### src/rtl/dma_req_pkg.sv
`timescale 1ns/1ps
package dma_req_pkg;

    // Bit positions inside the synchroniser vector
    localparam int unsigned SIG_ACK  = 0;
    localparam int unsigned SIG_RD   = 1;
    localparam int unsigned SIG_TC   = 2;
    localparam int unsigned NUM_IN   = 3;
    // Only acknowledge and read strobe need edge history
    localparam int unsigned NUM_EDGE = 2;

    typedef struct packed {
        logic dreq;
        logic irq;
        logic dma_en;
        logic svc;
        logic last_hold;
    } ctl_state_t;

    localparam ctl_state_t CTL_RESET = '{
        dreq:      1'b0,
        irq:       1'b0,
        dma_en:    1'b0,
        svc:       1'b1,
        last_hold: 1'b0
    };

endpackage

### src/rtl/dma_req_sync.sv
`timescale 1ns/1ps
module dma_req_sync #(
    parameter int unsigned W      = 3,
    parameter int unsigned EDGE_W = 2,
    parameter int unsigned STAGES = 2
) (
    input  logic              clk,
    input  logic              rst_n,
    input  logic [W-1:0]      raw,
    output logic [W-1:0]      lvl,
    output logic [EDGE_W-1:0] prv
);

    logic [W-1:0]      stage_q [STAGES];
    logic [EDGE_W-1:0] prv_q;

    for (genvar g = 0; g < STAGES; g++) begin : g_stage
        if (g == 0) begin : g_first
            always_ff @(posedge clk or negedge rst_n) begin
                if (!rst_n) stage_q[g] <= '0;
                else        stage_q[g] <= raw;
            end
        end else begin : g_next
            always_ff @(posedge clk or negedge rst_n) begin
                if (!rst_n) stage_q[g] <= '0;
                else        stage_q[g] <= stage_q[g-1];
            end
        end
    end

    // One more register on the low bits gives the previous value for edges
    always_ff @(posedge clk or negedge rst_n) begin
        if (!rst_n) prv_q <= '0;
        else        prv_q <= stage_q[STAGES-1][EDGE_W-1:0];
    end

    assign lvl = stage_q[STAGES-1];
    assign prv = prv_q;

endmodule

### src/rtl/dma_req_burst.sv
`timescale 1ns/1ps
module dma_req_burst #(
    parameter  int unsigned MAX_BURST = 32,
    parameter  int unsigned GAP_CYC   = 88,
    localparam int unsigned CNT_W     = $clog2(MAX_BURST + 1)
) (
    input  logic             clk,
    input  logic             rst_n,
    input  logic             ack_act,
    input  logic             ack_fall,
    input  logic             clr,
    output logic             cap,
    output logic [CNT_W-1:0] cnt
);

    localparam int unsigned GAP_W = $clog2(GAP_CYC + 1);
    localparam logic [CNT_W-1:0] CNT_LAST = CNT_W'(MAX_BURST - 1);
    localparam logic [GAP_W-1:0] GAP_LAST = GAP_W'(GAP_CYC - 1);

    typedef struct packed {
        logic             cap;
        logic [CNT_W-1:0] cnt;
        logic [GAP_W-1:0] gap;
    } burst_t;

    burst_t st_d, st_q;
    logic   hit_last;

    assign hit_last = ack_fall && (st_q.cnt == CNT_LAST);

    always_comb begin
        st_d = st_q;
        if (st_q.cap) begin
            // Capped: wait for a continuous idle-acknowledge window
            if (ack_act) begin
                st_d.gap = '0;
            end else if (st_q.gap == GAP_LAST) begin
                st_d.cap = 1'b0;
                st_d.cnt = '0;
                st_d.gap = '0;
            end else begin
                st_d.gap = st_q.gap + 1'b1;
            end
        end else if (hit_last) begin
            st_d.cap = 1'b1;
            st_d.cnt = st_q.cnt + 1'b1;
            st_d.gap = '0;
        end else if (clr) begin
            st_d.cnt = '0;
        end else if (ack_fall) begin
            st_d.cnt = st_q.cnt + 1'b1;
        end
    end

    always_ff @(posedge clk or negedge rst_n) begin
        if (!rst_n) st_q <= '0;
        else        st_q <= st_d;
    end

    // Cap takes effect in the same cycle as the final acknowledge completes
    assign cap = st_q.cap | hit_last;
    assign cnt = st_q.cnt;

endmodule

### src/rtl/dma_req_ctl.sv
`timescale 1ns/1ps
module dma_req_ctl
    import dma_req_pkg::*;
#(
    parameter  int unsigned LVL_W         = 5,
    parameter  int unsigned MAX_BURST     = 32,
    parameter  int unsigned CLK_PERIOD_PS = 4000,
    parameter  int unsigned GAP_PS        = 350000,
    localparam int unsigned GAP_CYC       = (GAP_PS + CLK_PERIOD_PS - 1) / CLK_PERIOD_PS,
    localparam int unsigned CNT_W         = $clog2(MAX_BURST + 1)
) (
    input  logic             clk,
    input  logic             rst_n,
    input  logic [LVL_W-1:0] fifo_level,
    input  logic             dack_n,
    input  logic             iord_n,
    input  logic             tc,
    input  logic             cfg_we,
    input  logic             cfg_dma_en,
    input  logic             cfg_svc,
    output logic             dreq,
    output logic             irq,
    output logic             dma_en,
    output logic             svc_intr,
    output logic             fifo_pop
);

    // Synchronised inputs, all active high
    logic [NUM_IN-1:0]   raw_in;
    logic [NUM_IN-1:0]   in_lvl;
    logic [NUM_EDGE-1:0] in_prv;

    assign raw_in = {tc, ~iord_n, ~dack_n};

    dma_req_sync #(
        .W      (NUM_IN),
        .EDGE_W (NUM_EDGE),
        .STAGES (2)
    ) sync_i (
        .clk   (clk),
        .rst_n (rst_n),
        .raw   (raw_in),
        .lvl   (in_lvl),
        .prv   (in_prv)
    );

    logic ack_act, ack_rise, ack_fall, rd_rise, tc_hit;

    assign ack_act  = in_lvl[SIG_ACK];
    assign ack_rise = in_lvl[SIG_ACK] & ~in_prv[SIG_ACK];
    assign ack_fall = ~in_lvl[SIG_ACK] & in_prv[SIG_ACK];
    assign rd_rise  = in_lvl[SIG_RD] & ~in_prv[SIG_RD];
    // Terminal count is qualified by an active acknowledge
    assign tc_hit   = in_lvl[SIG_TC] & ack_act;

    logic have_data, one_left;

    assign have_data = (fifo_level != '0);
    assign one_left  = (fifo_level == LVL_W'(1));

    // Burst limiter
    logic             burst_cap;
    logic             burst_clr;
    logic [CNT_W-1:0] burst_cnt;

    dma_req_burst #(
        .MAX_BURST (MAX_BURST),
        .GAP_CYC   (GAP_CYC)
    ) burst_i (
        .clk      (clk),
        .rst_n    (rst_n),
        .ack_act  (ack_act),
        .ack_fall (ack_fall),
        .clr      (burst_clr),
        .cap      (burst_cap),
        .cnt      (burst_cnt)
    );

    // Control state
    ctl_state_t ctl_d, ctl_q;
    logic       armed_q;
    logic       tc_drop;

    assign armed_q = ctl_q.dma_en & ~ctl_q.svc;
    assign tc_drop = armed_q & tc_hit;

    always_comb begin
        ctl_d     = ctl_q;
        ctl_d.irq = 1'b0;

        if (cfg_we) begin
            ctl_d.dma_en = cfg_dma_en;
            ctl_d.svc    = cfg_svc;
        end

        // Hardware setting of the flag is applied last so it wins
        if (tc_drop) begin
            ctl_d.svc = 1'b1;
            ctl_d.irq = 1'b1;
        end

        // Last-byte hold: set by the first active edge, cleared by empty
        if (!have_data) begin
            ctl_d.last_hold = 1'b0;
        end else if (ctl_q.dreq && one_left && (ack_rise || rd_rise)) begin
            ctl_d.last_hold = 1'b1;
        end

        ctl_d.dreq = ctl_d.dma_en & ~ctl_d.svc & have_data
                   & ~burst_cap & ~ctl_d.last_hold;
    end

    // A drop not caused by the cap restarts the burst count
    assign burst_clr = ctl_q.dreq & ~ctl_d.dreq & ~burst_cap;

    always_ff @(posedge clk or negedge rst_n) begin
        if (!rst_n) ctl_q <= CTL_RESET;
        else        ctl_q <= ctl_d;
    end

    assign dreq     = ctl_q.dreq;
    assign irq      = ctl_q.irq;
    assign dma_en   = ctl_q.dma_en;
    assign svc_intr = ctl_q.svc;
    assign fifo_pop = ack_rise;

endmodule

### config.mk
export PLATFORM = sky130hd
export DESIGN_NAME = dma_req_ctl
export DESIGN_NICKNAME = d
export VERILOG_FILES = /design/src/rtl/dma_req_pkg.sv /design/src/rtl/dma_req_sync.sv /design/src/rtl/dma_req_burst.sv /design/src/rtl/dma_req_ctl.sv
export SDC_FILE = /design/constraint.sdc
export NUM_CORES = 1
export LEC_CHECK = 0
export BUFFER_PORTS_ARGS = -buffer_cell sky130_fd_sc_hd__buf_2
export CORE_MARGIN = 5
export CORE_UTILIZATION = 55
export CTS_CLUSTER_DIAMETER = 30
export DETAILED_ROUTE_END_ITERATION = 7
export GPL_TIMING_DRIVEN = 0
export PLACE_DENSITY = 0.77
export SKIP_CTS_REPAIR_TIMING = 1
export SYNTH_ARGS = -nofsm -noshare
export SYNTH_HDL_FRONTEND = slang
export SYNTH_SLANG_ARGS = --single-unit
### constraint.sdc
create_clock -name clk -period 2.7 [get_ports clk]
set_input_delay 0.54 -clock clk [delete_from_list [all_inputs] [get_ports clk]]
set_output_delay 0.54 -clock clk [all_outputs]
set_load 0.05 [all_outputs]
==> reports/results.tsv, run 1 <==
stage	metric	value	unit
synth	syn_avg_cell_area	11.1	um2
cells_and_area	utilization	64.3	%
setup_path	path_cells	ha_1 -> and3_2 -> and4_1 -> o311a_2 -> o211ai_4 -> o221ai_2	
routing	dr_wl_met2	1.07	mm
floorplanning	start_util	57.6	%
status	outcome	finished clean	
synth	yosysSeqAreaShare	53.1	%
synth	syn_area	1270	um2
cells_and_area	final_nets	152	
synth	synth_cell_types	41	
routing	dr.pass1.iters	4	
power_and_ir_drop	pwr-share-seq	56.6	%
floorplanning	die-area	3380	um2
cells_and_area	seq_area	677	um2
synth	synth-main-ff-cell	dfrtp_1	
synth	async_reset_ff_share	100	%
synth	synth_area_leaders	dfrtp_1 (51%), inv_1 (3.5%), o221ai_2 (3.5%)	
setup_path	end_kind	flip-flop	
grt	overflow	0	
setup_path	crit_path_max_incr_delay	0.43	ns
routing	avgViaCountPerCell	5.76	
power_and_ir_drop	p_int	606	uW
setup_path	required	2.90	ns
setup_path	slowest_stage	dfrtp_1	
setup_path	cp_data_arrival_time	2.23	ns
grt	grt_pass1_vias	924	
sta	fin_crit_sh	74.9	%
clock_network	clk_pin_slew	0.13	ns
sta	relSlewSlack	59.4	%
cells_and_area	fin_cells	164	
cells_and_area	n_antenna_cell	0	
synth	yosys.area.top_type	dfrtp_1	
grt	grt_start_max_net_pins	28	
sta	fin_skew	0.00478	ns
placed_design	gp_congestion	0.793	
synth	yosys_warnings	0	
clock_network	numCtsBuffers	3	
synth	synth_top_area_share	51.0	%
sta	fmax	0.494	GHz
synth	yosys_register_bits	27	
power_and_ir_drop	p_sw_share	31.5	%
cells_and_area	multiInputGateArea	553	um2
synth	synth-simple-area-share	20.5	%
routing	top_layer_used	met4	
routing	antenna_left	0	
power_and_ir_drop	power_density	622	nW/um2
sta	tns	0	ns
sta	hold_slack	0.199	ns
synth	muxShareOfSynthArea	3.53	%
clock_network	cts_tree	done	
cells_and_area	drive_gt1_share	26.5	%
setup_path	start_kind	flip-flop	
grt	grt_usage	15.3	%
synth	synth_top_family_by_area	simple AND/OR/NAND/NOR gates	
cells_and_area	final_cell_mix	dfrtp_1 (26), buf_2 (17), inv_1 (12)	
synth	synthesis.instances	115	
power_and_ir_drop	clkPwrFrac	19.0	%
clock_network	clock_sink_count	27	
run	max-cap-violations	0	
synth	syn_nets	130	
placed_design	dpl.hpwl	1.73	mm
setup_path	cp_max_fo	5	
sta	slew_violations	0	
routing	routed_wl	2.28	mm
setup_path	critical_path_class	flip-flop to flip-flop	
placed_design	dpl.cell_count	160	
routing	post_drt_wl_per_cell	13.9	um
clock_network	insertion_delay	0.32	ns
routing	route.detailed.drc	0	
clock_network	h-tree-depth	1	
clock_network	ctsLongestPathBuffers	2	
power_and_ir_drop	switchingPower	278	uW
routing	vias	945	
grt	antenna_found_initial	0	
min_path	holdCritPathClass	input port to asynchronous set/reset pin	
sta	worstMarginPinSlew	0.607	ns
floorplanning	io_pins	18	
synth	synth_edf_count	0	
placed_design	io_buffer_count	17	
floorplanning	fp.dieW	58.1	um
sta	post-route-min-period	2.02	ns
cells_and_area	fillers	182	
sta	hold_viol_final	0	
cells_and_area	area_delta_synth_final	11.5	%
power_and_ir_drop	ir_worst_vdd	373	uV
power_and_ir_drop	combPwrFrac	24.4	%
routing	wl_met1	994	um
sta	rsz0062_at_grt	no	
floorplanning	core_area	2210	um2
cells_and_area	postLayoutCellArea	1420	um2
synth	synth_xor_xnor_area_share	1.37	%
routing	drt-initial-drc-count	40	
grt	grt_first_pass_wirelength	3.95	mm
floorplanning	placement_rows	17	
sta	finalSetupViolCount	0	
synth	synth_compound_area_share	16.0	%
floorplanning	die_h	58.1	um
clock_network	cts_root_buf	clkbuf_4	
routing	wl_met3	176	um
synth	synth_fa_ha_area_share	1.96	%
power_and_ir_drop	power_leakage	0.657	nW
cells_and_area	final_common_cell	dfrtp_1	
placed_design	placed_cell_area	1400	um2
worst paths after layout:
check	endpoint	slack (ns)	cells after the start	from
max in group asynchronous	sync_i.lvl[0]	2.12	1	rst_n
worst max-delay path	burst_i.cnt[5]	0.68	6	burst_i.cnt[0]
min in group clk	sync_i.stage_q[5]	0.31	1	tc
worst min register to register	sync_i.lvl[2]	0.37	0	sync_i.stage_q[5]
worst min-delay path	irq	0.20	1	rst_n
worst max register to register	burst_i.cnt[5]	0.68	6	burst_i.cnt[0]
layout make-up:
class                      instances  area share [%]
clock buffer                       4            1.85
timing repair buffer              17            5.99
multi-input combinational         76            38.9
sequential                        27            47.6
inverter                          12            3.17
tap                               28            2.46
per-stage QoR:
| step | power (mW) | worst slack, ns |
|---|---|---|
| after floorplan | 0.667 | 0.779 |
| after global placement | 0.712 | 0.597 |
| after detailed placement | 0.726 | 0.549 |
| after CTS | 0.897 | 0.672 |
| after global routing | 0.952 | 0.586 |
| final | 0.884 | 0.676 |
power groups by stage:
stage / registers [mW] / clock network [mW] / logic [mW]
6_report: 0.500 / 0.168 / 0.216
5_1_grt: 0.509 / 0.200 / 0.243
4_1_cts: 0.501 / 0.178 / 0.218
3_5_place_dp: 0.509 / 0 / 0.217
3_3_place_gp: 0.505 / 0 / 0.207
2_1_floorplan: 0.518 / 0 / 0.149
critical path: cells and delay by family, from the launching register on:
kind | cells | cell delay, ns
AO/OA/AOI/OAI | 3 | 0.79
AND/OR/NAND/NOR | 2 | 0.46
flip-flops | 1 | 0.43
adder cells (fa/ha/maj) | 1 | 0.23
synth_stat cells, types with 2 or more instances:
cell      number
a21oi_1        2
dfrtp_1       26
ha_1           2
inv_1         12
mux2i_1        3
nand2_1        9
nand2b_1       3
nand3_1        4
nand4_1        2
nand4b_1       2
nor2_1         9
nor4_1         2
o21ai_0        8
o221ai_2       3
or2b_2         2
registers in the layout, summed over array words and instances, names as in the netlist:
name	flops
dreq	1
ctl_q	1
burst_i.st_q	8
svc_intr	1
burst_i.cnt	6
irq	1
dma_en	1
sync_i.prv	2
sync_i.stage_q	3
sync_i.lvl	3
metal layers:
metal  vias up  GRT usage [%]
li1        459              -
met1       449           19.3
met2        33           25.3
met3         4           3.56
met4         0           5.96
met5         -              0
kinds of logic (layout without fill, tap and decap cells):
group           after synthesis  in the layout
flops                        27             27
fa+ha+maj                     2              2
mux                           4              4
simple gates                 44             44
compound gates               24             24
buf+inv                      12             33
xor+xnor                      2              2
No activity file was read; power rests on OpenSTA's default activity.
==> inputs of run 2 (changes only) <==
==> constraint.sdc (replaced) <==
create_clock -name clk -period 2.1 [get_ports clk]
set_input_delay 0.42 -clock clk [delete_from_list [all_inputs] [get_ports clk]]
set_output_delay 0.42 -clock clk [all_outputs]
set_load 0.05 [all_outputs]
==> reports/results.tsv, run 2 (synthesis gave the netlist of run 1 again) <==
stage	metric	value	unit
status	outcome	finished clean	
grt	grt_first_pass_wirelength	3.95	mm
floorplanning	fp.dieW	58.1	um
clock_network	h-tree-depth	1	
sta	tns	0	ns
clock_network	ctsLongestPathBuffers	2	
setup_path	reg2reg_to	burst_i.cnt[5]	
floorplanning	start_util	57.6	%
setup_path	cp_data_arrival_time	2.18	ns
grt	grt_usage	15.3	%
power_and_ir_drop	design_power_total	1.16	mW
cells_and_area	postLayoutCellArea	1450	um2
sta	fmax	0.507	GHz
power_and_ir_drop	ir_worst_vdd	506	uV
sta	finalSetupViolCount	0	
clock_network	cts_root_buf	clkbuf_4	
setup_path	critPathLaunch	burst_i.cnt[1]	
setup_path	r2r_slack	0.13	ns
placed_design	io_buffer_count	17	
cells_and_area	final_nets	154	
cells_and_area	area_delta_synth_final	13.4	%
grt	grt_pass1_vias	924	
routing	vias	942	
cells_and_area	n_antenna_cell	0	
setup_path	cp_max_fo	5	
placed_design	dpl.hpwl	1.73	mm
sta	post-route-min-period	1.97	ns
sta	fin_skew	0.00582	ns
power_and_ir_drop	power_leakage	0.667	nW
floorplanning	die_h	58.1	um
cells_and_area	drive_gt1_share	27.5	%
cells_and_area	multiInputGateArea	563	um2
sta	relSlewSlack	58.9	%
cells_and_area	final_cell_mix	dfrtp_1 (26), buf_2 (17), inv_1 (12)	
placed_design	dpl.cell_count	160	
sta	slew_violations	0	
cells_and_area	regMostFlops	burst_i.st_q	
clock_network	insertion_delay	0.32	ns
cells_and_area	final_common_cell	dfrtp_1	
routing	drt-initial-drc-count	43	
sta	fin_crit_sh	94.0	%
cells_and_area	utilization	65.4	%
sta	rsz0062_at_grt	no	
clock_network	clk_pin_slew	0.13	ns
min_path	holdCritPathClass	input port to asynchronous set/reset pin	
cells_and_area	fin_cells	166	
floorplanning	die-area	3380	um2
power_and_ir_drop	power_density	804	nW/um2
routing	avgViaCountPerCell	5.67	
cells_and_area	seq_area	677	um2
clock_network	cts_tree	done	
sta	hold_viol_final	0	
grt	overflow	0	
grt	grt_start_max_net_pins	28	
placed_design	gp_congestion	0.793	
setup_path	critical_path_class	flip-flop to flip-flop	
floorplanning	core_area	2210	um2
routing	routed_wl	2.29	mm
routing	post_drt_wl_per_cell	13.8	um
routing	antenna_left	0	
cells_and_area	fillers	178	
clock_network	clock_sink_count	27	
routing	route.detailed.drc	0	
floorplanning	placement_rows	17	
routing	dr.pass1.iters	4	
setup_path	reg2reg_depth	6	
setup_path	end_kind	flip-flop	
cells_and_area	largest_reg_flops	8	
sta	worstMarginPinSlew	0.615	ns
grt	antenna_found_initial	0	
setup_path	required	2.31	ns
setup_path	r2r_start	burst_i.cnt[1]	
clock_network	numCtsBuffers	3	
run	max-cap-violations	0	
floorplanning	io_pins	18	
placed_design	placed_cell_area	1400	um2
setup_path	start_kind	flip-flop	
run 2: worst max path at each step:
stage	to	depth (start not counted)	slack, ns
2_1_floorplan	burst_i.cnt[2]	5	0.18
3_3_place_gp	burst_i.cnt[2]	6	0.12
3_5_place_dp	burst_i.cnt[5]	6	0.07
4_1_cts	burst_i.cnt[5]	6	0.07
5_1_grt	burst_i.st_q[6]	6	0.006
6_report	burst_i.cnt[5]	6	0.13
run 2: per-stage QoR:
step	hold slack, ns	worst slack (ns)
finish	0.0773	0.126
CTS	0.0892	0.0715
detailed placement	0.343	0.0691
floorplan	0.124	0.179
global route	0.0984	0.00581
global placement	0.332	0.117
run 2: per-layer routing:
layer / GRT usage [%] / part of all wire, %
met3: 3.56 / 6.3
met1: 19.3 / 45
met2: 25.3 / 47
met5: 0 / 0
met4: 5.96 / 1.7
run 2: area by class of cell:
class / instances / share of cell area [%]
Sequential cell: 27 / 46.8
Multi-Input combinational cell: 76 / 38.9
Timing Repair Buffer: 19 / 6.92
Inverter: 12 / 3.11
Tap cell: 28 / 2.42
Clock buffer: 4 / 1.82
run 2: where the power goes:
part / internal (mW) / total, mW / switching (mW)
combinational: 0.137 / 0.305 / 0.168
sequential: 0.587 / 0.641 / 0.0542
clock: 0.0744 / 0.218 / 0.143
run 2: critical path: stages (launching register included):
cell and delay (ns):
dfrtp_1 0.42, ha_1 0.20, and3_2 0.24, and4_1 0.23, o311a_4 0.34, o211ai_4 0.28
o221ai_2 0.14
==> inputs of run 3 (changes only) <==
--- a/config.mk
+++ b/config.mk
@@ -5,6 +5,7 @@
 export SDC_FILE = /design/constraint.sdc
 export NUM_CORES = 1
 export LEC_CHECK = 0
+export ABC_AREA = 1
 export BUFFER_PORTS_ARGS = -buffer_cell sky130_fd_sc_hd__buf_2
 export CORE_MARGIN = 5
 export CORE_UTILIZATION = 55
==> reports/results.tsv, run 3 <==
stage	metric	value	unit
setup_path	critical_path_class	flip-flop to flip-flop	
grt	antenna_found_initial	0	
grt	overflow	0	
cells_and_area	fin_cells	194	
routing	antenna_left	0	
synth	syn_avg_cell_area	8.84	um2
floorplanning	start_util	57.9	%
floorplanning	fp.dieW	58.3	um
grt	grt_usage	15.0	%
routing	route.detailed.drc	0	
synth	syn_area	1280	um2
synth	yosys.area.top_type	dfrtp_1	
sta	fmax	0.563	GHz
clock_network	clock_sink_count	27	
power_and_ir_drop	power_density	697	nW/um2
routing	drt-initial-drc-count	15	
power_and_ir_drop	switchingPower	297	uW
synth	synth_edf_count	0	
clock_network	ctsLongestPathBuffers	2	
sta	fin_skew	0.00998	ns
cells_and_area	utilization	64.7	%
power_and_ir_drop	combPwrFrac	17.3	%
setup_path	cp_max_fo	6	
routing	avgViaCountPerCell	5.08	
cells_and_area	final_nets	182	
routing	routed_wl	2.27	mm
run	max-cap-violations	0	
setup_path	reg2reg_to	burst_i.cnt[5]	
cells_and_area	regMostFlops	burst_i.st_q	
grt	grt_start_max_net_pins	28	
routing	post_drt_wl_per_cell	11.7	um
cells_and_area	drive_gt1_share	22.3	%
clock_network	clk_pin_slew	0.15	ns
placed_design	dpl.hpwl	1.80	mm
setup_path	start_kind	flip-flop	
sta	tns	0	ns
synth	yosys_warnings	0	
setup_path	required	2.33	ns
synth	yosysSeqAreaShare	52.8	%
synth	synthesis.instances	145	
clock_network	cts_root_buf	clkbuf_4	
power_and_ir_drop	p_int	701	uW
sta	hold_viol_final	0	
sta	rsz0062_at_grt	no	
cells_and_area	n_antenna_cell	0	
synth	yosys_register_bits	27	
synth	synth_common_cells	nand2_1 (32), dfrtp_1 (26), inv_1 (19)	
grt	grt_first_pass_wirelength	3.95	mm
routing	dr.pass1.iters	4	
power_and_ir_drop	p_sw_share	29.7	%
sta	fin_crit_sh	84.6	%
synth	async_reset_ff_share	100	%
synth	syn_nets	160	
setup_path	end_kind	flip-flop	
placed_design	gp_congestion	0.770	
synth	synth_cell_types	27	
clock_network	insertion_delay	0.32	ns
power_and_ir_drop	clkPwrFrac	22.4	%
power_and_ir_drop	power_leakage	0.776	nW
power_and_ir_drop	design_power_total	998	uW
floorplanning	die-area	3390	um2
synth	synth_most_common_cell	nand2_1	
setup_path	cp_data_arrival_time	2.00	ns
clock_network	cts_tree	done	
placed_design	io_buffer_count	17	
cells_and_area	largest_reg_flops	8	
floorplanning	core_area	2210	um2
sta	slew_violations	0	
setup_path	reg2reg_depth	11	
cells_and_area	area_delta_synth_final	11.7	%
cells_and_area	final_cell_mix	nand2_1 (32), dfrtp_1 (26), inv_1 (19)	
setup_path	r2r_slack	0.32	ns
floorplanning	placement_rows	17	
min_path	holdCritPathClass	input port to asynchronous set/reset pin	
synth	synth_area_leaders	dfrtp_1 (51%), nand2_1 (9.4%), inv_1 (5.6%)	
power_and_ir_drop	ir_worst_vdd	602	uV
synth	synth_top_area_share	50.8	%
power_and_ir_drop	pwr-share-seq	60.2	%
placed_design	dpl.cell_count	190	
clock_network	h-tree-depth	1	
sta	worstMarginPinSlew	0.590	ns
floorplanning	io_pins	18	
setup_path	r2r_start	burst_i.cnt[0]	
sta	post-route-min-period	1.78	ns
clock_network	numCtsBuffers	3	
floorplanning	die_h	58.3	um
grt	grt_pass1_vias	963	
cells_and_area	final_common_cell	nand2_1	
status	outcome	finished clean	
sta	relSlewSlack	60.7	%
synth	synth-main-ff-cell	dfrtp_1	
routing	vias	985	
sta	finalSetupViolCount	0	
## run 3: cell count changes after synthesis, moves of 5 or more
| cell | delta |
|---|---|
| nand3_1 | +5 |
| o21ai_0 | -5 |
| inv_1 | +7 |
| nand2_1 | +23 |
| nor2_1 | +7 |
## run 3: layer usage
metal  vias to the layer above  part of all wire (%)  track usage (%)
met4                         0                  0.62             3.31
met5                         -                     0                0
met3                         2                   3.6             4.01
li1                        503                     -                -
met1                       466                    43             17.3
met2                        14                    52             27.4
## run 3: area by class of cell
cell class,instances,area [um2]
Clock inverter,1,7.51
Clock buffer,3,22.5
Multi-Input combinational cell,96,514
Fill cell,194,781
Inverter,21,78.8
Tap cell,28,35.0
Timing Repair Buffer,17,85.1
Buffer,1,11.3
Sequential cell,27,677
## run 3: critical path, stage by stage (launching register included)
cell and delay [ns]:
dfrtp_1 0.44, ha_1 0.24, nand3_1 0.13, nor2_2 0.06, nand2_1 0.10, nand2_2 0.08, inv_2 0.11, nand3_2 0.14
nand3_2 0.14, nand2_2 0.11, nand2_1 0.08, nand2_1 0.05
## run 3: cell families (layout without fill, tap and decap cells)
group | count (synthesis) | count (layout) | share of synthesized area, %
flops | 27 | 27 | 52.8
simple gates | 75 | 75 | 27.7
xor+xnor | 4 | 4 | 2.73
buf+inv | 22 | 43 | 7.03
compound gates | 15 | 15 | 7.72
fa+ha+maj | 2 | 2 | 1.95
## run 3: power groups by stage
stage | registers, mW | logic, mW | clock network [mW]
after global placement | 0.608 | 0.165 | 0
final | 0.601 | 0.173 | 0.224
after global routing | 0.607 | 0.198 | 0.254
after detailed placement | 0.611 | 0.175 | 0
after floorplan | 0.622 | 0.105 | 0
after CTS | 0.601 | 0.175 | 0.231
## run 3: how the worst max path moves through the flow
stage / endpoint / start / depth (start not counted)
after global placement: burst_i.cnt[5] / burst_i.cnt[0] / 11
after floorplan: burst_i.cnt[5] / svc_intr / 11
after detailed placement: burst_i.cnt[5] / burst_i.cnt[0] / 11
final: burst_i.cnt[5] / burst_i.cnt[0] / 11
after global routing: burst_i.cnt[3] / burst_i.cnt[0] / 11
after CTS: burst_i.cnt[5] / burst_i.cnt[0] / 11
## run 3: metrics by stage
step	hold slack (ns)	setup WS, ns	area (um2)
after floorplan	0.124	0.495	1280
after global placement	0.334	0.389	1400
after detailed placement	0.336	0.348	1400
after CTS	0.0856	0.323	1430
after global routing	0.103	0.196	1430
final	0.0717	0.324	1430
